[config.mk]
export PLATFORM = sky130hd
export DESIGN_NAME = trap_entry_seq
export DESIGN_NICKNAME = d
export VERILOG_FILES = /design/src/rtl/trap_pkg.sv /design/src/rtl/trap_vector_decode.sv /design/src/rtl/trap_status_update.sv /design/src/rtl/trap_entry_seq.sv
export SDC_FILE = /design/constraint.sdc
export NUM_CORES = 1
export LEC_CHECK = 0
export ABC_AREA = 1
export CAP_MARGIN = 0
export CORE_AREA = 3 3 101 122
export CTS_BUF_LIST = sky130_fd_sc_hd__clkbuf_16
export DETAILED_ROUTE_END_ITERATION = 8
export DIE_AREA = 0 0 104 125
export MAX_ROUTING_LAYER = met4
export PLACE_DENSITY = 0.77
export SKIP_CTS_REPAIR_TIMING = 1
export SYNTH_ARGS = -nofsm -noshare
export SYNTH_HDL_FRONTEND = slang
export SYNTH_SLANG_ARGS = --single-unit
[constraint.sdc]
create_clock -name clk -period 1.4 [get_ports clk]
set_input_delay 0.42 -clock clk [delete_from_list [all_inputs] [get_ports clk]]
set_output_delay 0.42 -clock clk [all_outputs]
set_load 0.005 [all_outputs]
[src/rtl/trap_pkg.sv]
// Package trap_pkg
// Holds the widths shared by the trap entry logic and the record that
// gathers every register write one trap produces.
// Assumes a 32-bit machine with a 5-bit vector field.
package trap_pkg;
    parameter int XLEN   = 32;
    parameter int VEC_W  = 5;
    parameter int CODE_W = 16;

    typedef struct packed {
        logic [XLEN-1:0]   epc;
        logic [XLEN-1:0]   epsw;
        logic [CODE_W-1:0] code;
        logic [XLEN-1:0]   psw;
        logic [XLEN-1:0]   pc;
    } trap_writes_t;
endpackage

[src/rtl/trap_vector_decode.sv]
// Module trap_vector_decode
// Purely combinational. Turns the vector field into the interrupt code and
// the handler entry address. The top vector bit picks one of two entries.
// Assumes CODE_BASE plus the largest vector fits in CODE_W bits.
module trap_vector_decode #(
    parameter int VEC_W      = 5,
    parameter int ADDR_W     = 32,
    parameter int CODE_W     = 16,
    parameter logic [CODE_W-1:0] CODE_BASE  = 16'h0040,
    parameter logic [ADDR_W-1:0] LOW_ENTRY  = 32'h0000_0040,
    parameter logic [ADDR_W-1:0] HIGH_ENTRY = 32'h0000_0050
) (
    input  logic [VEC_W-1:0]  vec,
    output logic [CODE_W-1:0] code,
    output logic [ADDR_W-1:0] entry
);
    localparam int PAD_W = CODE_W - VEC_W;

    // Interrupt code: base plus the zero-extended vector.
    always_comb begin
        code = CODE_BASE + {{PAD_W{1'b0}}, vec};
    end

    // Entry selection on the upper vector bit.
    always_comb begin
        entry = vec[VEC_W-1] ? HIGH_ENTRY : LOW_ENTRY;
    end
endmodule

[src/rtl/trap_status_update.sv]
// Module trap_status_update
// Purely combinational. Builds the new status word: the two forced bits
// are set, every other bit passes through.
// Assumes SET_A and SET_B are distinct positions below WIDTH.
module trap_status_update #(
    parameter int WIDTH = 32,
    parameter int SET_A = 5,
    parameter int SET_B = 6
) (
    input  logic [WIDTH-1:0] psw_in,
    output logic [WIDTH-1:0] psw_out
);
    for (genvar i = 0; i < WIDTH; i++) begin : g_bit
        if (i == SET_A || i == SET_B) begin : g_force
            // Forced status bit.
            assign psw_out[i] = 1'b1;
        end else begin : g_pass
            // Untouched status bit.
            assign psw_out[i] = psw_in[i];
        end
    end
endmodule

[src/rtl/trap_entry_seq.sv]
// Module trap_entry_seq
// Top level of the software trap entry sequencer. It samples a trap request
// and, one cycle later, presents every register write together with a
// one-cycle commit strobe. The write data holds between requests.
// Assumes trap_pc, trap_psw and trap_vec are valid whenever trap_req is high.
module trap_entry_seq
    import trap_pkg::*;
#(
    parameter int INSTR_BYTES = 4,
    parameter int ID_BIT      = 5,
    parameter int EP_BIT      = 6,
    parameter logic [CODE_W-1:0] CODE_BASE  = 16'h0040,
    parameter logic [XLEN-1:0]   LOW_ENTRY  = 32'h0000_0040,
    parameter logic [XLEN-1:0]   HIGH_ENTRY = 32'h0000_0050
) (
    input  logic              clk,
    input  logic              rst_n,
    input  logic              trap_req,
    input  logic [XLEN-1:0]   trap_pc,
    input  logic [XLEN-1:0]   trap_psw,
    input  logic [VEC_W-1:0]  trap_vec,
    output logic              commit,
    output logic [XLEN-1:0]   epc_wdata,
    output logic [XLEN-1:0]   epsw_wdata,
    output logic [CODE_W-1:0] cause_code_wdata,
    output logic [XLEN-1:0]   psw_wdata,
    output logic [XLEN-1:0]   pc_wdata
);
    localparam logic [XLEN-1:0] STEP = XLEN'(INSTR_BYTES);

    trap_writes_t next_w, held_w;
    logic [CODE_W-1:0] dec_code;
    logic [XLEN-1:0]   dec_entry;
    logic [XLEN-1:0]   upd_psw;

    trap_vector_decode #(
        .VEC_W(VEC_W), .ADDR_W(XLEN), .CODE_W(CODE_W),
        .CODE_BASE(CODE_BASE), .LOW_ENTRY(LOW_ENTRY), .HIGH_ENTRY(HIGH_ENTRY)
    ) u_decode (
        .vec(trap_vec), .code(dec_code), .entry(dec_entry)
    );

    trap_status_update #(
        .WIDTH(XLEN), .SET_A(ID_BIT), .SET_B(EP_BIT)
    ) u_status (
        .psw_in(trap_psw), .psw_out(upd_psw)
    );

    // Assemble the full write record for the request now presented.
    always_comb begin
        next_w.epc  = trap_pc + STEP;
        next_w.epsw = trap_psw;
        next_w.code = dec_code;
        next_w.psw  = upd_psw;
        next_w.pc   = dec_entry;
    end

    // Capture the write record on a request and hold it otherwise.
    always_ff @(posedge clk) begin
        if (!rst_n)        held_w <= '0;
        else if (trap_req) held_w <= next_w;
    end

    // One-cycle commit strobe, one per request.
    always_ff @(posedge clk) begin
        if (!rst_n) commit <= 1'b0;
        else        commit <= trap_req;
    end

    // Drive the register write ports.
    always_comb begin
        epc_wdata        = held_w.epc;
        epsw_wdata       = held_w.epsw;
        cause_code_wdata = held_w.code;
        psw_wdata        = held_w.psw;
        pc_wdata         = held_w.pc;
    end
endmodule

==> results of run 1 <==
[through the flow]
stage / instances / utilization, % / worst slack (ps) / instance area [um2] / hold WS [ps]
CTS: 926 / 54.9 / -326 / 6110 / 506
floorplan: 632 / - / 6.44 / 4140 / 477
finish: 929 / 58.8 / 43.9 / 6550 / 436
detailed placement: 910 / 52.2 / -670 / 5820 / 489
global placement: 910 / 52.2 / -597 / 5820 / 476
global route: 929 / 58.8 / 4.69 / 6550 / 452
[cell usage after synthesis (all sizes together)]
| library cell | number | area, um2 |
|---|---|---|
| ha | 1 | 12.5 |
| xnor2 | 5 | 43.8 |
| conb | 1 | 3.75 |
| xor2 | 3 | 26.3 |
| or2 | 1 | 6.26 |
| and2 | 2 | 12.5 |
| nand3 | 27 | 145 |
| nor2 | 169 | 732 |
| o21ai | 63 | 315 |
| nand2 | 92 | 378 |
| dfxtp | 71 | 1420 |
| inv | 53 | 199 |
| clkbuf | 12 | 45.0 |
| a21oi | 9 | 45.0 |
| buf | 84 | 608 |
[metal layers]
layer / vias to the layer above / share of wire (%) / GRT usage (%) / routed length, um
met5: - / 0 / - / 0
met4: 0 / 1.5 / 6.73 / 184
met3: 13 / 5.5 / 3.45 / 673
met2: 130 / 51 / 30.6 / 6190
met1: 1838 / 42 / 21.0 / 5090
li1: 2070 / - / - / -
[critical path, delay by kind of cell, from the launching register on]
kind                   cells  cell delay [ps]
buffers and inverters      2              270
flip-flops                 1              330
[cell type report]
| cell class | instances | area [um2] |
|---|---|---|
| tap | 154 | 193 |
| clock inverter | 7 | 71.3 |
| timing repair buffer | 223 | 2480 |
| fill | 1005 | 4590 |
| clock buffer | 9 | 225 |
| inverter | 53 | 199 |
| sequential | 71 | 1460 |
| multi-input combinational | 412 | 1930 |
[kinds of logic (layout without fill, tap and decap cells)]
kind of cell / Yosys count / count (layout) / synth area share, %
DFF: 71 / 71 / 35.6
adders and majority gates: 1 / 1 / 0.313
xor gates and xnor gates: 8 / 8 / 1.75
AOI/OAI and AO/OA: 72 / 72 / 9.02
and+or+nand+nor: 291 / 291 / 31.9
buffers and inverters: 149 / 292 / 21.3
other: 1 / 40 / 0.0939
[registers in the layout (all words and copies together), names as in the netlist]
register          cells
cause_code_wdata      5
commit                1
epc_wdata            32
epsw_wdata           32
psw_wdata             1
[how the worst max path moves through the flow]
stage | from | end | slack [ps] | cells past startpoint
after floorplan | trap_pc[2] | epc_wdata[24] | 6 | 10
after global placement | trap_pc[3] | epc_wdata[24] | -600 | 11
after detailed placement | trap_pc[3] | epc_wdata[24] | -670 | 11
after CTS | trap_pc[3] | epc_wdata[24] | -330 | 11
after global routing | trap_pc[30] | epc_wdata[31] | 5 | 8
final | epsw_wdata[1] | epsw_wdata[1] | 40 | 2
[power by group]
| group | switching, mW | leakage, nW | total (mW) | internal, mW |
|---|---|---|---|---|
| Sequential | 0.0831 | 0.599 | 2.26 | 2.18 |
| Combinational | 0.504 | 3.89 | 1.16 | 0.657 |
| Clock | 0.912 | 0.140 | 2.29 | 1.38 |
| Total | 1.50 | 4.63 | 5.71 | 4.22 |
==> impl_metrics.json, run 1 <==
{
  "outcome": "finished, final reports clean",
  "syn_inst": 593,
  "slew_viol_final": 0,
  "wl_mm": 12.1,
  "holdPathEnd": "epc_wdata[2]",
  "vdd_drop_max_v": 0.000687,
  "synth_area_um2": 3990,
  "drtPass1Iterations": 5,
  "synth.avg_cell_area_um2": 6.73,
  "crit_slowest_cell": "dfxtp_2",
  "path_clk_slew_ps": 60,
  "timing.reg2reg.worst_path_depth": 3,
  "ys_types": 23,
  "power.total_mw": 5.71,
  "fin_skew_ps": 0,
  "endpoint_kind": "output pin",
  "critPathRequiredTime_ps": 980,
  "cts_root_buffer": "clkbuf_16",
  "core_um2": 11100,
  "insertion_delay_ps": 330,
  "gp_congestion": 0.914,
  "antenna_left": 0,
  "p_leak_nw": 4.63,
  "finalNetCount": 843,
  "portBuffers": 176,
  "layout_common_cells": "149 x nor2_1, 131 x dlymetal6s2s_1, 80 x nand2_1, 62 x o21ai_0, 52 x inv_1",
  "wire_per_inst_um": 13.1,
  "hp-class": "in2reg",
  "chipWidth_um": 104,
  "ios": 217,
  "clockBufferDepth": 2,
  "p_per_area_nw_per_um2": 872,
  "overflow": 0,
  "r2r_start": "epsw_wdata[15]",
  "arrival_ps": 940,
  "die-area_um2": 13000,
  "grt_setup_unrepaired": "false",
  "max_cap_viol_count": 0,
  "crit_path_start_kind": "register",
  "setup_violations": 0,
  "layout_commonest_cell": "nor2_1",
  "num_rows": 42,
  "numClockSinks": 71,
  "start_util_pct": 35.8,
  "slowest_delay_ps": 330,
  "grt_use_total_pct": 18.0,
  "route.detailed.drc": 0,
  "worst-setup-path-type": "reg2out",
  "crit_fanout": 3,
  "drive_gt1_share_pct": 16.6,
  "grt_pass1_wl_mm": 18.6,
  "drt_iter0_markers": 147,
  "cts_buffers": 9,
  "min_period_ps": 1360,
  "path_cells": "buf_4 -> dlymetal6s2s_1",
  "vias_per_cell": 4.36,
  "antenna_found_initial": 0,
  "htree_levels": 3,
  "hold_start": "trap_pc[2]",
  "timing.rr.end": "epsw_wdata[15]",
  "setup-tns-final_ps": 0,
  "area_growth_pct": 64.1,
  "hold_viol": 0,
  "vias": 4051,
  "yosysSeqAreaShare_pct": 35.6,
  "fmax_mhz": 737,
  "die_h_um": 125,
  "ys_ff_latch": 71,
  "antenna_cells": 0,
  "dp_hpwl_mm": 8.98,
  "reg2reg_slack_ps": 640,
  "grt_max_degree": 49,
  "yosys_warnings": 0,
  "first_global_vias": 3783,
  "timing.final.crit_share_pct": 96.9,
  "whs_path_depth": 3,
  "cts_tree": "done"
}
No activity file was read; power rests on OpenSTA's default activity.
==> run 2, diff against run 1 <==
CORE_AREA = 3 3 104 115   (was 3 3 101 122)
CTS_BUF_LIST = sky130_fd_sc_hd__clkbuf_8   (was sky130_fd_sc_hd__clkbuf_16)
DIE_AREA = 0 0 107 118   (was 0 0 104 125)
PLACE_DENSITY = 0.79   (was 0.77)
==> impl_metrics.json, run 2 (synthesis results as in run 1) <==
{
  "outcome": "finished, final reports clean",
  "numClockSinks": 71,
  "hold_viol": 0,
  "drive_gt1_share_pct": 18.4,
  "worst-setup-path-type": "reg2out",
  "antenna_cells": 0,
  "drt_iter0_markers": 207,
  "cts_tree": "done",
  "portBuffers": 176,
  "arrival_ps": 950,
  "timing.final.crit_share_pct": 97.8,
  "gp_congestion": 0.915,
  "hp-class": "in2reg",
  "antenna_left": 0,
  "hold_start": "trap_pc[2]",
  "setup-tns-final_ps": 0,
  "core_um2": 11000,
  "dp_hpwl_mm": 8.59,
  "ios": 217,
  "clockBufferDepth": 2,
  "vias_per_cell": 4.39,
  "setup_violations": 0,
  "layout_common_cells": "150 x nor2_1, 131 x dlymetal6s2s_1, 79 x nand2_1, 63 x o21ai_0, 52 x inv_1",
  "nFillCells": 999,
  "grt_max_degree": 45,
  "worst_slack_ps": 31.4,
  "final_design_area_no_fill_um2": 6440,
  "die_h_um": 118,
  "path_clk_slew_ps": 90,
  "layout_commonest_cell": "nor2_1",
  "finalNetCount": 839,
  "grt_pass1_wl_mm": 17.9,
  "num_rows": 40,
  "antenna_found_initial": 0,
  "min_period_ps": 1370,
  "vias": 4034,
  "crit_path_start_kind": "register",
  "cts_buffers": 9,
  "fmax_mhz": 731,
  "die-area_um2": 12600,
  "r2r_start": "epsw_wdata[18]",
  "p_per_area_nw_per_um2": 805,
  "placed_area_um2": 5740,
  "start_util_pct": 36.4,
  "max_cap_viol_count": 0,
  "startpoint": "epsw_wdata[30]",
  "p_leak_nw": 4.57,
  "insertion_delay_ps": 350,
  "crit_fanout": 3,
  "drtPass1Iterations": 4,
  "pre_cts_slack_ps": -650,
  "wire_per_inst_um": 13.3,
  "grt_use_total_pct": 17.9,
  "overflow": 0,
  "first_global_vias": 3667,
  "fin_skew_ps": 0,
  "chipWidth_um": 107,
  "cts_root_buffer": "clkbuf_8",
  "area_growth_pct": 61.3,
  "slew_viol_final": 0,
  "vdd_drop_max_v": 0.000426,
  "grt_setup_unrepaired": "true",
  "route.detailed.drc": 0,
  "wl_mm": 12.2,
  "htree_levels": 3,
  "endpoint_kind": "output pin",
  "critPathRequiredTime_ps": 980
}
-- run 2: path summary, 6_finish.rpt --
check              endpoint  slack [ps]  depth (start not counted)
max           psw_wdata[30]          30                          2
min            epc_wdata[2]         440                          3
max reg2reg  epsw_wdata[18]         580                          3
min reg2reg    psw_wdata[6]         470                          2
-- run 2: power breakdown --
group	switching, mW	internal (mW)	total, mW
Clock	0.910	0.860	1.77
Sequential	0.0816	2.18	2.26
Combinational	0.506	0.653	1.16
Total	1.50	3.69	5.19
-- run 2: area by class of cell --
class                      count  area, um2  share of cell area (%)
tap                          147        184                    2.85
multi-input combinational    412       1930                    29.9
inverter                      53        199                    3.09
timing repair buffer         219       2440                    37.9
clock inverter                 7       85.1                    1.32
sequential                    71       1480                    22.9
clock buffer                   9        124                    1.92
-- run 2: critical path: stages (launching register included) --
cell	delay [ps]
dfxtp_4	360
buf_6	110
buf_4	120
-- run 2: through the flow --
step / std cells / power, mW / hold WS (ps) / util, %
2_1_floorplan: 632 / 2.85 / 477 / -
3_5_place_dp: 895 / 3.48 / 482 / 52.3
4_1_cts: 911 / 5.27 / 496 / 54.2
3_3_place_gp: 895 / 3.47 / 479 / 52.3
6_report: 918 / 5.19 / 441 / 58.8
5_1_grt: 918 / 5.47 / 438 / 58.8
-- run 2: per-layer routing --
layer,GRT usage [%],share of wire (%),wire length [um]
met5,-,0,0
met4,4.16,0.98,119
met3,4.55,7.3,894
met2,29.6,50,6110
met1,22.0,41,5040
